[src/rtl/owm_pkg.sv]
package owm_pkg;

  typedef enum logic [1:0] {
    OWM_RESET = 2'd0,
    OWM_WR0   = 2'd1,
    OWM_WR1   = 2'd2,
    OWM_READ  = 2'd3
  } owm_cmd_e;

  // clock cycles per bit, rounded to nearest
  function automatic int owm_div(longint clk_hz, longint baud);
    return int'((clk_hz + baud / 2) / baud);
  endfunction

  // low bits (start included) that best fit a wanted low time
  function automatic int owm_low_bits(longint low_ns, longint clk_hz, longint div);
    longint den;
    longint n;
    den = div * 64'sd1000000000;
    n = (low_ns * clk_hz + den / 2) / den;
    if (n < 1) n = 1;
    if (n > 9) n = 9;
    return int'(n);
  endfunction

  // data byte whose leading L-1 bits are zero
  function automatic logic [7:0] owm_pattern(int n);
    return 8'hFF << (n - 1);
  endfunction

endpackage

[src/rtl/owm_bit_timer.sv]
module owm_bit_timer #(
  parameter int W = 8
) (
  input  logic         clk,
  input  logic         rst_n,
  input  logic         restart,
  input  logic [W-1:0] load,
  input  logic [W-1:0] period,
  input  logic         run,
  output logic         tick
);
  logic [W-1:0] cnt;

  assign tick = run && (cnt == '0);

  always_ff @(posedge clk or negedge rst_n) begin
    if (!rst_n) begin
      cnt <= '0;
    end else if (restart) begin
      cnt <= load;
    end else if (tick) begin
      cnt <= period - W'(1);
    end else if (run) begin
      cnt <= cnt - W'(1);
    end
  end
endmodule

[src/rtl/owm_tx.sv]
module owm_tx #(
  parameter int DIV_W = 8
) (
  input  logic             clk,
  input  logic             rst_n,
  input  logic             start,
  input  logic [DIV_W-1:0] div,
  input  logic [7:0]       pattern,
  output logic             pull,
  output logic             done
);
  logic       busy;
  logic [9:0] frame;
  logic [3:0] left;
  logic       tick;

  owm_bit_timer #(.W(DIV_W)) u_tmr (
    .clk     (clk),
    .rst_n   (rst_n),
    .restart (start),
    .load    (div - DIV_W'(1)),
    .period  (div),
    .run     (busy),
    .tick    (tick)
  );

  assign pull = busy && !frame[0];

  always_ff @(posedge clk or negedge rst_n) begin
    if (!rst_n) begin
      busy  <= 1'b0;
      frame <= '1;
      left  <= '0;
      done  <= 1'b0;
    end else begin
      done <= 1'b0;
      if (start) begin
        busy  <= 1'b1;
        frame <= {1'b1, pattern, 1'b0};
        left  <= 4'd10;
      end else if (busy && tick) begin
        frame <= {1'b1, frame[9:1]};
        left  <= left - 4'd1;
        if (left == 4'd1) begin
          busy <= 1'b0;
          done <= 1'b1;
        end
      end
    end
  end
endmodule

[src/rtl/owm_rx.sv]
module owm_rx #(
  parameter int DIV_W = 8
) (
  input  logic             clk,
  input  logic             rst_n,
  input  logic             arm,
  input  logic [DIV_W-1:0] div,
  input  logic             line,
  output logic [7:0]       data,
  output logic             stop_ok,
  output logic             done
);
  typedef enum logic [1:0] {RX_IDLE, RX_HUNT, RX_SAMP} rx_st_e;

  rx_st_e     st;
  logic [3:0] idx;
  logic [7:0] sh;
  logic       tick;
  logic       restart;

  assign restart = (st == RX_HUNT) && !line;

  owm_bit_timer #(.W(DIV_W)) u_tmr (
    .clk     (clk),
    .rst_n   (rst_n),
    .restart (restart),
    .load    ((div >> 1) - DIV_W'(1)),
    .period  (div),
    .run     (st == RX_SAMP),
    .tick    (tick)
  );

  always_ff @(posedge clk or negedge rst_n) begin
    if (!rst_n) begin
      st      <= RX_IDLE;
      idx     <= '0;
      sh      <= '0;
      data    <= '0;
      stop_ok <= 1'b1;
      done    <= 1'b0;
    end else begin
      done <= 1'b0;
      if (arm) begin
        st <= RX_HUNT;
      end else begin
        case (st)
          RX_HUNT: begin
            if (!line) begin
              st  <= RX_SAMP;
              idx <= '0;
            end
          end
          RX_SAMP: begin
            if (tick) begin
              idx <= idx + 4'd1;
              if (idx == 4'd0) begin
                if (line) st <= RX_HUNT;  // glitch, not a start bit
              end else if (idx <= 4'd8) begin
                sh <= {line, sh[7:1]};
              end else begin
                stop_ok <= line;
                data    <= sh;
                done    <= 1'b1;
                st      <= RX_IDLE;
              end
            end
          end
          default: ;
        endcase
      end
    end
  end
endmodule

[src/rtl/owm_uart_master.sv]
module owm_uart_master
  import owm_pkg::*;
#(
  parameter int CLK_HZ     = 100_000_000,
  parameter int RST_BAUD   = 9600,
  parameter int SLOT_BAUD  = 115200,
  parameter int RST_LOW_NS = 520_000,
  parameter int W0_LOW_NS  = 69_600,
  parameter int W1_LOW_NS  = 8_000
) (
  input  logic       clk,
  input  logic       rst_n,
  input  logic       cmd_valid,
  output logic       cmd_ready,
  input  logic [1:0] cmd_code,
  output logic       res_valid,
  output logic       res_bit,
  output logic       res_short,
  output logic       ow_pull,
  input  logic       ow_sense
);
  localparam int DIV_RST  = owm_div(CLK_HZ, RST_BAUD);
  localparam int DIV_SLOT = owm_div(CLK_HZ, SLOT_BAUD);
  localparam int DIV_MAX  = (DIV_RST > DIV_SLOT) ? DIV_RST : DIV_SLOT;
  localparam int DIV_W    = $clog2(DIV_MAX + 1);

  localparam logic [7:0] RST_PAT = owm_pattern(owm_low_bits(RST_LOW_NS, CLK_HZ, DIV_RST));
  localparam logic [7:0] W0_PAT  = owm_pattern(owm_low_bits(W0_LOW_NS, CLK_HZ, DIV_SLOT));
  localparam logic [7:0] W1_PAT  = owm_pattern(owm_low_bits(W1_LOW_NS, CLK_HZ, DIV_SLOT));

  localparam logic [DIV_W-1:0] DIV_RST_V  = DIV_W'(DIV_RST);
  localparam logic [DIV_W-1:0] DIV_SLOT_V = DIV_W'(DIV_SLOT);

  typedef enum logic {M_IDLE, M_RUN} m_st_e;

  m_st_e            st;
  owm_cmd_e         code_q;
  logic [DIV_W-1:0] div_q;
  logic [7:0]       pat_q;
  logic             slot_go;
  logic             tx_fin, rx_fin;
  logic             tx_done, rx_done;
  logic [7:0]       echo;
  logic             echo_stop;
  logic [1:0]       sense_q;
  logic             accept;
  logic             finish;
  logic             decode;

  assign cmd_ready = (st == M_IDLE);
  assign accept    = cmd_valid && cmd_ready;
  assign finish    = (st == M_RUN) && (tx_fin || tx_done) && (rx_fin || rx_done);

  always_ff @(posedge clk or negedge rst_n) begin
    if (!rst_n) sense_q <= 2'b11;
    else        sense_q <= {sense_q[0], ow_sense};
  end

  owm_tx #(.DIV_W(DIV_W)) u_tx (
    .clk     (clk),
    .rst_n   (rst_n),
    .start   (slot_go),
    .div     (div_q),
    .pattern (pat_q),
    .pull    (ow_pull),
    .done    (tx_done)
  );

  owm_rx #(.DIV_W(DIV_W)) u_rx (
    .clk     (clk),
    .rst_n   (rst_n),
    .arm     (slot_go),
    .div     (div_q),
    .line    (sense_q[1]),
    .data    (echo),
    .stop_ok (echo_stop),
    .done    (rx_done)
  );

  always_comb begin
    case (code_q)
      OWM_RESET: decode = (echo != RST_PAT);
      OWM_WR0:   decode = (echo == W0_PAT);
      OWM_WR1:   decode = (echo == W1_PAT);
      default:   decode = (echo == 8'hFF);
    endcase
  end

  always_ff @(posedge clk or negedge rst_n) begin
    if (!rst_n) begin
      st        <= M_IDLE;
      code_q    <= OWM_RESET;
      div_q     <= DIV_RST_V;
      pat_q     <= RST_PAT;
      slot_go   <= 1'b0;
      tx_fin    <= 1'b0;
      rx_fin    <= 1'b0;
      res_valid <= 1'b0;
      res_bit   <= 1'b0;
      res_short <= 1'b0;
    end else begin
      slot_go   <= 1'b0;
      res_valid <= 1'b0;
      if (accept) begin
        st      <= M_RUN;
        code_q  <= owm_cmd_e'(cmd_code);
        slot_go <= 1'b1;
        tx_fin  <= 1'b0;
        rx_fin  <= 1'b0;
        case (owm_cmd_e'(cmd_code))
          OWM_RESET: begin div_q <= DIV_RST_V;  pat_q <= RST_PAT; end
          OWM_WR0:   begin div_q <= DIV_SLOT_V; pat_q <= W0_PAT;  end
          default:   begin div_q <= DIV_SLOT_V; pat_q <= W1_PAT;  end
        endcase
      end else if (st == M_RUN) begin
        if (tx_done) tx_fin <= 1'b1;
        if (rx_done) rx_fin <= 1'b1;
        if (finish) begin
          st        <= M_IDLE;
          res_valid <= 1'b1;
          res_bit   <= decode;
          res_short <= !echo_stop;
        end
      end
    end
  end
endmodule

[config.mk]
export PLATFORM = sky130hd
export DESIGN_NAME = owm_uart_master
export DESIGN_NICKNAME = d
export VERILOG_FILES = /design/src/rtl/owm_pkg.sv /design/src/rtl/owm_bit_timer.sv /design/src/rtl/owm_tx.sv /design/src/rtl/owm_rx.sv /design/src/rtl/owm_uart_master.sv
export SDC_FILE = /design/constraint.sdc
export NUM_CORES = 1
export LEC_CHECK = 0
export ABC_AREA = 1
export BUFFER_PORTS_ARGS = -buffer_cell sky130_fd_sc_hd__buf_2
export CORE_MARGIN = 2
export CORE_UTILIZATION = 61
export DETAILED_ROUTE_END_ITERATION = 6
export PLACE_DENSITY = 0.78
export SLEW_MARGIN = 5
export SYNTH_ARGS = -nofsm -noshare
export SYNTH_HDL_FRONTEND = slang
export SYNTH_SLANG_ARGS = --single-unit
[constraint.sdc]
create_clock -name clk -period 2.24 [get_ports clk]
set_input_delay 0.56 -clock clk [delete_from_list [all_inputs] [get_ports clk]]
set_output_delay 0.56 -clock clk [all_outputs]
set_load 0.005 [all_outputs]
* After elaboration in Yosys (flattened, before gate mapping) *
Index checks and enable logic that the tools add are counted.

cells by class
  $add $sub $neg = 6
  order comparisons = 1
  equality and inequality tests = 14
  multiplexer cells = 47
  bitwise gates (word level) = 5
  reduce and logical (&&, ||, !) cells = 35

operators with widths
  kind                     count
  $mux W14                 7
  $sub A14 B1 Y14 const B  3
  $logic_not A14 Y1        2
  $mux W1                  24
  $mux W10                 2
  $eq A8 B8 Y1 const B     2
  $mux W4                  4
  $reduce_and A5 Y1        3
  $pmux W7 S2              1
  $sub A13 B1 Y14 const B  1
  $mux W2                  6
  $reduce_bool A2 Y1       6
  $reduce_bool A3 Y1       3
  $logic_and A1 B1 Y1      8
  $ne A8 B8 Y1 const B     1
  $pmux W4 S2              1
  $eq A2 B1 Y1 const B     3
  $reduce_and A2 Y1        3
  $not A1 Y1               5
  $add A4 B1 Y4 const B    1
  $eq A4 B1 Y1 const B     1
  $le A4 B4 Y1 const B     1
  $logic_not A2 Y1         2
  $logic_not A4 Y1         1
  other kinds (14)         17

word-level totals
  flip-flop bits (word level) = 101
  output and inout port bits = 5

* Logic depth before layout (Yosys ltp) *
Gate-level depths: netlist (run 1).

  word-level depth = 6
  gate-level depth with buffers = 10

* Modules after synthesis *
Synthesis (run 1) repeated with hierarchy kept, for this count alone.

unflattened totals
  cell total of the unflattened synthesis = 838
  area, all modules = 6089.6 µm²

modules (own cells, without submodules)
  module           times used  cells an instance  area each (µm²)  sequential area each (µm²)
  owm_bit_timer    2           225                1467.7           350.3
  owm_rx           1           174                1440.1           601.8
  owm_tx           1           139                1039.7           386.6
  owm_uart_master  1           75                 674.4            380.4

* Worst setup path after synthesis (run 1) *
No wires, ideal clock.

  path type = register -> register
  start = register u_rx.u_tmr.cnt[0]
  end = register u_rx.sh[6]
  library setup time = 0.115 ns
  arrival time = 1.569 ns
  path slack = 0.556 ns
  stages on the path, launching flop included = 11
  buffers on the path = 1
  period minus slack after synthesis = 1.684 ns
  path through = dfrtp_1 -> inv_1 -> ha_1 -> nand2_2 -> nor2_4 -> nand2_4 -> and2b_2 -> buf_8 -> nand2_2 -> o21ai_2 -> inv_2

between the ends
  word-level cells in the longest chain between the ends = 3

ends and longest elaborated chain
  item                         RTL line             RTL
  start, declared              owm_bit_timer.sv:12  logic [W-1:0] cnt;
  start signal, assigned       owm_bit_timer.sv:20  cnt <= load;
  start signal, assigned       owm_bit_timer.sv:22  cnt <= period - W'(1);
  start signal, assigned       owm_bit_timer.sv:24  cnt <= cnt - W'(1);
  $logic_not A14 Y1            owm_bit_timer.sv:14  assign tick = run && (cnt == '0);
  $logic_and A1 B1 Y1          owm_bit_timer.sv:14
  $reduce_and A5 Y1 (no line)  -
  end signal, assigned         owm_rx.sv:59         sh <= {line, sh[7:1]};
  end, declared                owm_rx.sv:17         logic [7:0] sh;

Every way passes these cells.
A chain may end at the register's enable or synchronous reset.

* Final worst setup path (run 1) *
  start = register u_tx.u_tmr.cnt[0]
  end = register u_tx.u_tmr.cnt[13]

between the ends
  word-level cells in the longest chain between the ends = 4
  elaborated cells on any way between the ends = 7
  classes of those cells = 1 x add/sub; 3 x mux; 3 x reduce/logical

ends and longest elaborated chain
  item                                                         RTL line                                  RTL
  start, declared                                              owm_bit_timer.sv:12
  start signal, assigned                                       owm_bit_timer.sv:20
  start signal, assigned                                       owm_bit_timer.sv:22
  start signal, assigned                                       owm_bit_timer.sv:24
  $sub A14 B1 Y14 / $logic_not A14 Y1 (equally long branches)  owm_bit_timer.sv:24, owm_bit_timer.sv:14
  $mux W14 / $logic_and A1 B1 Y1 (equally long branches)       owm_bit_timer.sv:23, owm_bit_timer.sv:14
  $mux W14                                                     owm_bit_timer.sv:21                       end else if (tick) begin
  $mux W14                                                     owm_bit_timer.sv:19                       end else if (restart) begin

Several ways; a longest one is shown, not always the timed one. The select of a mux whose other input is x is not followed.

==> reports/qor.yml, run 1 <==
outcome:
  outcome: "completed"
layout:
  post-route-util_pct: 69.2
  syn2layout_area_growth_pct: 8.54
  final_cell_area_um2: 4750
  diodes: 0
  nFillCells: 579
  multi_input_area_um2: 1960
  drive_above_1_share_pct: 14.7
  fin_nets: 596
  seqCellArea_um2: 2040
placement:
  dpl.hpwl_um: 6760
  port_buffers: 10
  dpl_cell_area_um2: 4570
  gp_congestion: 0.969
synthesis:
  yosys_register_bits: 81
  yosys_most_used_dff: "dfrtp_1"
  avgSynthCellArea_um2: 7.84
  synth_top_family_by_area: "simple AND/OR/NAND/NOR gates"
  ys_warn_count: 0
  synth_cell_types: 38
  synth_edf_count: 0
  netlist_instances: 559
  synth-adder-area-share_pct: 2.57
  synth-simple-area-share_pct: 29.8
  synth_fp_nets: 574
  synthMuxAreaShare_pct: 0
  ys_async_sr_fraction_pct: 100
  synth_compound_area_share_pct: 10.9
  netlist_area_um2: 4380
  yosysSeqAreaShare_pct: 46.6
  synth_xor_area_share_pct: 1.60
floorplanning:
  fp.dieH_um: 88.7
  core-area_um2: 6870
  ios: 11
  fp.dieArea_um2: 7870
  start_util_pct: 63.8
  die_x_um: 88.7
  num_rows: 30
power_and_ir_drop:
  power_density_nw_per_um2: 1130
  leakagePower_nw: 2.35
  peakVddDrop_v: 0.000760
drt:
  drc: 0
  viasPerCell: 5.45
  avgRoutedWirePerCell_um: 13.8
  totalWireLength_um: 9430
  vias: 3714
  ant_nets: 0
  drt_iter0_drc: 285
  dr.pass1.iters: 5
setup_path:
  worstSetupPathType: "reg -> reg"
  cp.required_ns: 2.53
  worstPathArrival_ns: 2.31
  critPathCaptureType: "flop"
  critPathMaxFanout: 27
  worstSetupStartpointType: "flop"
grt:
  track_usage_pct: 26.8
  grt_overflow: 0
  antenna_found_initial: 0
  grt_max_degree: 42
  grt_pass1_wl_um: 16200
  grt_pass1_vias: 3531
clock_network:
  cts_tree: "yes"
  ctsHoldBuffers: 0
  clock_latency_ns: 0.36
  post-cts-setup-buffers: 0
  ctsLongestPathBuffers: 2
  cts_resized: 0
  ctsHtreeMaxLevel: 3
  cts.clk_slew.worst_paths_ns: 0.09
  cts_buffers: 9
  cts_sinks: 81
  cts_root_buf: "clkbuf_8"
timing:
  hold_viol: 0
  setup_viol: 0
  maxSlewViolCount: 0
  setup_tns_ns: 0
  worst_pin_slew_ns: 0.502
  min_period_ns: 2.02
  fin_crit_sh_pct: 90.2
  fmax_mhz: 495
  finalClockSkew_ns: 0.0113
  grt_setup_unrepaired: "false"
  slew_headroom_pct: 66.5
flow_run:
  cap_viol_max_count: 0
worst_hold_path:
  min_path_type: "in -> async"
-- cell type report --
type                            instances  area share, %
Sequential cell                        81           43.0
Clock inverter                          6           1.11
Inverter                               83           6.55
Clock buffer                           10           2.68
Tap cell                               96           2.53
Multi-Input combinational cell        385           41.3
Timing Repair Buffer                   21           2.84
-- state kept, by name, indices dropped and copies added (netlist names), 2 cells and up --
register        count
u_tx.frame          8
pat_q               2
u_rx.sh             8
u_rx.st             2
u_tx.left           4
u_rx.data           8
u_rx.idx            4
div_q               2
u_tx.u_tmr.cnt     14
u_rx.u_tmr.cnt     14
sense_q             2
code_q              2
-- worst max-delay path: stages (launching register included) --
cell and delay, ns:
dfrtp_1 0.39, inv_1 0.12, ha_1 0.24, nand2_1 0.18, nor2_4 0.20, nand3_4 0.11, nand2_4 0.26, nand2_1 0.14
nand2_1 0.17, nor2_1 0.07, nor2_1 0.09
-- power by group --
group          leakage [nW]  internal (mW)  switching [mW]
clock                0.0850          0.419           0.599
sequential            0.998           1.95           0.364
combinational          1.27          0.733            1.30
-- layout by cell type (no fill, tap or decap), types with 4 or more instances in the layout --
master	instances
xor2_1	7
nor3_1	4
inv_1	77
o21ai_1	4
nand4_1	10
buf_2	9
o21ai_0	41
inv_2	6
nor2_4	5
o21ai_2	8
nand2_2	4
nand3_1	54
ha_1	9
a21oi_1	20
nor2_2	4
nand2_1	128
buf_4	12
nor2_1	63
dfrtp_1	68
clkbuf_8	9
dfstp_2	13
-- logic make-up (layout without fill, tap and decap cells) --
| group | after synthesis | in the layout |
|---|---|---|
| flip-flops | 81 | 81 |
| buffers and inverters | 93 | 120 |
| XOR/XNOR | 8 | 8 |
| AND/OR/NAND/NOR | 283 | 283 |
| adder cells (fa/ha/maj) | 9 | 9 |
| AO/OA/AOI/OAI | 85 | 85 |
-- through the flow --
step	power [mW]	setup slack (ns)	hold WS [ns]	std cells
3_5_place_dp	4.33	0.282	0.348	666
5_1_grt	5.80	0.140	0.190	682
2_1_floorplan	3.80	0.556	0.264	559
4_1_cts	5.35	0.253	0.168	682
3_3_place_gp	4.27	0.358	0.346	666
6_report	5.36	0.220	0.153	682
-- metal layers --
layer,GRT usage (%),routed length [um],share of wire [%],vias up
li1,-,-,-,1828
met1,38.0,4480,47,1783
met2,41.6,4410,47,92
met3,5.88,414,4.4,11
met4,8.13,129,1.4,0
met5,0,0,0,-
-- synth_stat cells, types with 5 or more instances --
library cell	number	share of area, %
nand2_1	128	11
inv_1	77	6.6
dfrtp_1	68	39
nor2_1	63	5.4
nand3_1	54	6.2
o21ai_0	41	4.7
a21oi_1	20	2.3
dfstp_2	13	7.8
nand4_1	10	1.4
ha_1	9	2.6
o21ai_2	8	1.6
xor2_1	7	1.4
inv_2	6	0.51
nor2_4	5	1.3
-- path summary, 6_finish.rpt --
check	startpoint	slack [ns]	cells past startpoint	to
max	u_tx.u_tmr.cnt[0]	0.22	10	u_tx.u_tmr.cnt[13]
min	rst_n	0.15	1	u_tx.u_tmr.cnt[10]
max reg2reg	u_tx.u_tmr.cnt[0]	0.22	10	u_tx.u_tmr.cnt[13]
min reg2reg	sense_q[0]	0.36	0	sense_q[1]
max in group asynchronous	rst_n	1.40	2	div_q[11]
min in group clk	ow_sense	0.28	1	sense_q[0]
(Power assumes the default switching activity.)
==> inputs of run 2 (changes only) <==
--- a/config.mk
+++ b/config.mk
@@ -9,6 +9,7 @@
 export BUFFER_PORTS_ARGS = -buffer_cell sky130_fd_sc_hd__buf_2
 export CORE_MARGIN = 2
 export CORE_UTILIZATION = 61
+export CTS_BUF_LIST = sky130_fd_sc_hd__clkbuf_8
 export DETAILED_ROUTE_END_ITERATION = 6
 export PLACE_DENSITY = 0.78
 export SLEW_MARGIN = 5
==> reports/qor.yml, run 2 (synthesis results as in run 1) <==
timing:
  fmax_mhz: 493  # -0.35%
  worst_pin_slew_ns: 0.504  # +0.00147 ns
  finalClockSkew_ns: 0.0107  # -0.000618 ns
  grt_setup_unrepaired: "false"
  setup_tns_ns: 0  # unchanged
  timing.hold.ws_ns: 0.153  # -0.000273 ns
  hold_viol: 0  # unchanged
  maxSlewViolCount: 0  # unchanged
  slew_headroom_pct: 66.4  # -0.098 points
  setup_viol: 0  # unchanged
  min_period_ns: 2.03  # +0.00705 ns
  fin_crit_sh_pct: 90.5  # +0.31 points
setup_path:
  crit_top_cell: "nand2_1"
  cp_slowest_cell: "dfrtp_1"
  critPathBufInv: 1  # unchanged
  reg2reg_to: "u_tx.u_tmr.cnt[13]"
  cpLargestDelayFamily: "simple AND/OR/NAND/NOR gates"
  cp.required_ns: 2.53  # about the same
  critPathMaxFanout: 27  # unchanged
  r2r_cells: 10  # unchanged
  r2r_slack_ns: 0.21  # about the same
  worstSetupPathType: "reg -> reg"
  crit_chain: "inv_1 -> ha_1 -> nand2_1 -> nor2_4 -> nand3_4 -> nand2_4 -> nand2_1 -> nand2_1 -> nor2_1 -> nor2_1"
  crit_cells: 10  # unchanged
  crit_end: "u_tx.u_tmr.cnt[13]"
  r2r_start: "u_tx.u_tmr.cnt[0]"
  crit_path_max_incr_delay_ns: 0.39  # about the same
  critPathCaptureType: "flop"
  worstPathArrival_ns: 2.32  # about the same
  cp-startpoint: "u_tx.u_tmr.cnt[0]"
  worstSetupStartpointType: "flop"
drt:
  totalWireLength_um: 9400  # -0.36%
  drc: 0  # unchanged
  drt_iter0_drc: 281  # -1.4%
  ant_nets: 0  # unchanged
  avgRoutedWirePerCell_um: 13.8  # -0.36%
  vias: 3705  # -0.24%
  dr.pass1.iters: 5  # unchanged
  viasPerCell: 5.43  # -0.24%
grt:
  grt_pass1_wl_um: 16200  # unchanged
  grt_max_degree: 42  # unchanged
  grt_overflow: 0  # unchanged
  track_usage_pct: 26.8  # unchanged
  antenna_found_initial: 0  # unchanged
  grt_pass1_vias: 3531  # unchanged
layout:
  top_regs: "u_rx.u_tmr.cnt x14, u_tx.u_tmr.cnt x14"
  mostFrequentLayoutCell: "nand2_1"
  final_cell_area_um2: 4750  # unchanged
  drive_above_1_share_pct: 14.7  # unchanged
  fin_nets: 596  # unchanged
  syn2layout_area_growth_pct: 8.54  # unchanged
  diodes: 0  # unchanged
  final_cell_mix: "nand2_1 (128), inv_1 (78), dfrtp_1 (68)"
power_and_ir_drop:
  switching_share_pct: 42.2  # about the same
  power_density_nw_per_um2: 1130  # -0.16%
  p_comb_share_pct: 37.9  # about the same
  seqPwrFrac_pct: 43.2  # about the same
  power_mw: 5.35  # -0.16%
  leakagePower_nw: 2.36  # +0.18%
  power.internal_mw: 3.10  # -0.15%
  peakVddDrop_v: 0.000760  # about the same
  clkPwrFrac_pct: 18.9  # about the same
  p_switching_mw: 2.26  # -0.17%
clock_network:
  clock_latency_ns: 0.36  # about the same
  ctsHoldBuffers: 0  # unchanged
  cts_sinks: 81  # unchanged
  cts_buffers: 9  # unchanged
  ctsHtreeMaxLevel: 3  # unchanged
  cts.clk_slew.worst_paths_ns: 0.10  # about the same
  cts_root_buf: "clkbuf_8"
  post-cts-setup-buffers: 0  # unchanged
  cts_resized: 0  # unchanged
  ctsLongestPathBuffers: 2  # unchanged
  cts_tree: "yes"
placement:
  dpl.hpwl_um: 6760  # unchanged
  port_buffers: 10  # unchanged
  dpl_cell_area_um2: 4570  # unchanged
  gp_congestion: 0.969  # unchanged
floorplanning:
  start_util_pct: 63.8  # unchanged
  core-area_um2: 6870  # unchanged
  die_x_um: 88.7  # unchanged
  fp.dieArea_um2: 7870  # unchanged
  ios: 11  # unchanged
  num_rows: 30  # unchanged
  fp.dieH_um: 88.7  # unchanged
worst_hold_path:
  min_path_type: "in -> async"
flow_run:
  cap_viol_max_count: 0  # unchanged
outcome:
  outcome: "completed"
-- run 2: changes by cell type in the layout (fill, tap and decap cells not counted), sizes merged --
| cell | delta |
|---|---|
| clkbuf | -1 |
| inv | +1 |
-- run 2: metrics by stage --
stage	cells	util [%]	setup WS [ns]
finish	682	69.2	0.213
global route	682	69.2	0.140
CTS	682	69.2	0.253
detailed placement	666	66.6	0.282
global placement	666	66.6	0.358
floorplan	559	-	0.556
-- run 2: power groups by stage --
stage          Combinational [mW]  Sequential (mW)  Clock, mW
2_1_floorplan                1.56             2.24          0
6_report                     2.03             2.31       1.01
5_1_grt                      2.32             2.38       1.10
3_3_place_gp                 1.95             2.31          0
3_5_place_dp                 2.00             2.33          0
4_1_cts                      2.02             2.31       1.03
-- run 2: worst reg2reg max path, stage by stage, from the launching register on --
cell and delay (ns):
dfrtp_1 0.39, inv_1 0.12, ha_1 0.24, nand2_1 0.18, nor2_4 0.20, nand3_4 0.12
nand2_4 0.26, nand2_1 0.14, nand2_1 0.17, nor2_1 0.07, nor2_1 0.09
-- run 2: worst min path at each step --
stage	startpoint	endpoint	slack, ns	cells past startpoint
final	rst_n	u_tx.u_tmr.cnt[10]	0.15	1
after global routing	rst_n	u_tx.u_tmr.cnt[9]	0.19	1
after CTS	rst_n	u_tx.u_tmr.cnt[10]	0.17	1
after detailed placement	sense_q[0]	sense_q[1]	0.35	0
after global placement	sense_q[0]	sense_q[1]	0.35	0
after floorplan	rst_n	code_q[0]	0.26	0
-- run 2: per-layer routing --
layer / vias to the layer above / global-route usage, % / share of wire (%)
met1: 1778 / 38.0 / 47
met2: 91 / 41.6 / 47
met4: 0 / 8.13 / 1.4
met5: - / 0 / 0
li1: 1825 / - / -
met3: 11 / 5.88 / 4.7
-- run 2: area by class of cell --
class | instances | area (um2)
Clock buffer | 9 | 124
Clock inverter | 7 | 56.3
Fill cell | 579 | 2110
Inverter | 83 | 312
Multi-Input combinational cell | 385 | 1960
Sequential cell | 81 | 2040
Tap cell | 96 | 120
Timing Repair Buffer | 21 | 135
==> inputs of run 3 (changes only) <==
--- a/config.mk
+++ b/config.mk
@@ -7,6 +7,7 @@
 export LEC_CHECK = 0
 export ABC_AREA = 1
 export BUFFER_PORTS_ARGS = -buffer_cell sky130_fd_sc_hd__buf_2
+export CORE_ASPECT_RATIO = 2
 export CORE_MARGIN = 2
 export CORE_UTILIZATION = 61
 export CTS_BUF_LIST = sky130_fd_sc_hd__clkbuf_8
==> reports/qor.yml, run 3 (synthesis results as in run 1) <==
power_and_ir_drop:
  power_density_nw_per_um2: 1140  # +0.99%
  leakagePower_nw: 2.36  # about the same
  peakVddDrop_v: 0.000680  # -10%
floorplanning:
  start_util_pct: 63.1  # -0.66 points
  num_rows: 43  # +43%
  fp.dieArea_um2: 7920  # +0.52%
  ios: 11  # unchanged
  fp.dieH_um: 124  # +40%
  die_x_um: 63.9  # -28%
  core-area_um2: 6940  # +1.0%
grt:
  antenna_found_initial: 0  # unchanged
  track_usage_pct: 26.3  # -0.55 points
  grt_pass1_vias: 3673  # +4.0%
  grt_pass1_wl_um: 16000  # -1.3%
  grt_max_degree: 39  # -7.1%
  grt_overflow: 0  # unchanged
drt:
  ant_nets: 0  # unchanged
  viasPerCell: 5.49  # +1.0%
  dr.pass1.iters: 5  # unchanged
  drt_iter0_drc: 203  # -28%
  avgRoutedWirePerCell_um: 13.9  # +0.88%
  vias: 3693  # -0.32%
  drc: 0  # unchanged
  totalWireLength_um: 9360  # -0.45%
timing:
  hold_viol: 0  # unchanged
  maxSlewViolCount: 0  # unchanged
  setup_tns_ns: 0  # unchanged
  slew_headroom_pct: 67.7  # +1.3 points
  setup_viol: 0  # unchanged
  min_period_ns: 1.93  # -0.0984 ns
  fmax_mhz: 518  # +5.1%
  grt_setup_unrepaired: "false"
  fin_crit_sh_pct: 86.1  # -4.4 points
  finalClockSkew_ns: 0.00949  # -0.00122 ns
  worst_pin_slew_ns: 0.484  # -0.0197 ns
clock_network:
  ctsLongestPathBuffers: 2  # unchanged
  cts.clk_slew.worst_paths_ns: 0.09  # about the same
  post-cts-setup-buffers: 0  # unchanged
  ctsHoldBuffers: 0  # unchanged
  cts_root_buf: "clkbuf_8"
  cts_buffers: 9  # unchanged
  cts_sinks: 81  # unchanged
  cts_resized: 0  # unchanged
  cts_tree: "yes"
  clock_latency_ns: 0.37  # about the same
  ctsHtreeMaxLevel: 3  # unchanged
layout:
  final_cell_area_um2: 4750  # about the same
  top_regs: "u_rx.u_tmr.cnt x14, u_tx.u_tmr.cnt x14"
  diodes: 0  # unchanged
  fin_nets: 593  # -0.50%
  mostFrequentLayoutCell: "nand2_1"
  drive_above_1_share_pct: 14.2  # -0.44 points
  syn2layout_area_growth_pct: 8.48  # about the same
  final_cell_mix: "nand2_1 (128), inv_1 (78), dfrtp_1 (68)"
  nFillCells: 585  # +1.0%
setup_path:
  critPathCaptureType: "flop"
  cp.required_ns: 2.54  # about the same
  r2r_cells: 10  # unchanged
  r2r_slack_ns: 0.31  # +0.10 ns
  critPathMaxFanout: 27  # unchanged
  r2r_start: "u_tx.u_tmr.cnt[0]"
  worstPathArrival_ns: 2.23  # -0.09 ns
  worstSetupStartpointType: "flop"
  reg2reg_to: "u_tx.u_tmr.cnt[11]"
  worstSetupPathType: "reg -> reg"
placement:
  gp_congestion: 0.984  # +1.5%
  dpl.hpwl_um: 7030  # +4.0%
  port_buffers: 10  # unchanged
  dpl_cell_area_um2: 4560  # -0.38%
outcome:
  outcome: "completed"
worst_hold_path:
  min_path_type: "in -> async"
flow_run:
  cap_viol_max_count: 0  # unchanged
[run 3: changes by cell type in the layout (fill, tap and decap cells not counted), sizes merged]
| cell | change |
|---|---|
| clkinv | -1 |
| bufinv | +1 |
| buf | -3 |
[run 3: worst max-delay path by stage]
stage	startpoint	to	slack [ns]
final	u_tx.u_tmr.cnt[0]	u_tx.u_tmr.cnt[11]	0.31
after global routing	slot_go	u_rx.sh[7]	0.10
after CTS	u_tx.u_tmr.cnt[0]	u_tx.u_tmr.cnt[11]	0.29
after detailed placement	u_tx.u_tmr.cnt[0]	u_tx.u_tmr.cnt[11]	0.31
after global placement	u_tx.u_tmr.cnt[0]	u_tx.u_tmr.cnt[11]	0.34
after floorplan	u_rx.u_tmr.cnt[0]	u_rx.sh[6]	0.56
[run 3: area by class of cell]
| type | count | area, um2 | area share [%] |
|---|---|---|---|
| clock inverters | 7 | 71.3 | 1.50 |
| multi-input cells | 385 | 1960 | 41.3 |
| well taps | 90 | 113 | 2.37 |
| repair buffers | 18 | 125 | 2.63 |
| inverters | 83 | 312 | 6.56 |
| flip-flops and latches | 81 | 2040 | 43.0 |
| clock buffers | 9 | 124 | 2.61 |
[run 3: worst max-delay path: stages (launching register included)]
cell and delay [ns]:
dfrtp_1 0.38, inv_1 0.12, ha_1 0.23, nand2_1 0.17
nor2_4 0.18, nand3_4 0.10, nand2_4 0.25, nand2_1 0.11
nand2_1 0.15, nor2_1 0.07, nor2_1 0.09
[run 3: power by group]
group,switching (mW),internal (mW)
logic,1.28,0.727
clock network,0.550,0.516
registers,0.385,1.95
total,2.21,3.19
[run 3: per-stage QoR]
step	util [%]	hold slack, ns	instances	setup WS (ns)	power [mW]
finish	68.5	0.142	673	0.311	5.40
detailed placement	65.7	0.352	657	0.309	4.35
global placement	65.7	0.348	657	0.345	4.27
floorplan	-	0.264	559	0.556	3.80
global route	68.5	0.168	673	0.102	5.84
CTS	68.5	0.141	673	0.286	5.43
[run 3: per-layer routing]
metal / share of wire, % / wire length [um] / global-route usage (%)
met1: 38 / 3600 / 28.3
met2: 53 / 4940 / 46.0
met3: 3.0 / 284 / 4.43
met4: 5.7 / 529 / 18.5
met5: 0 / 0 / 0
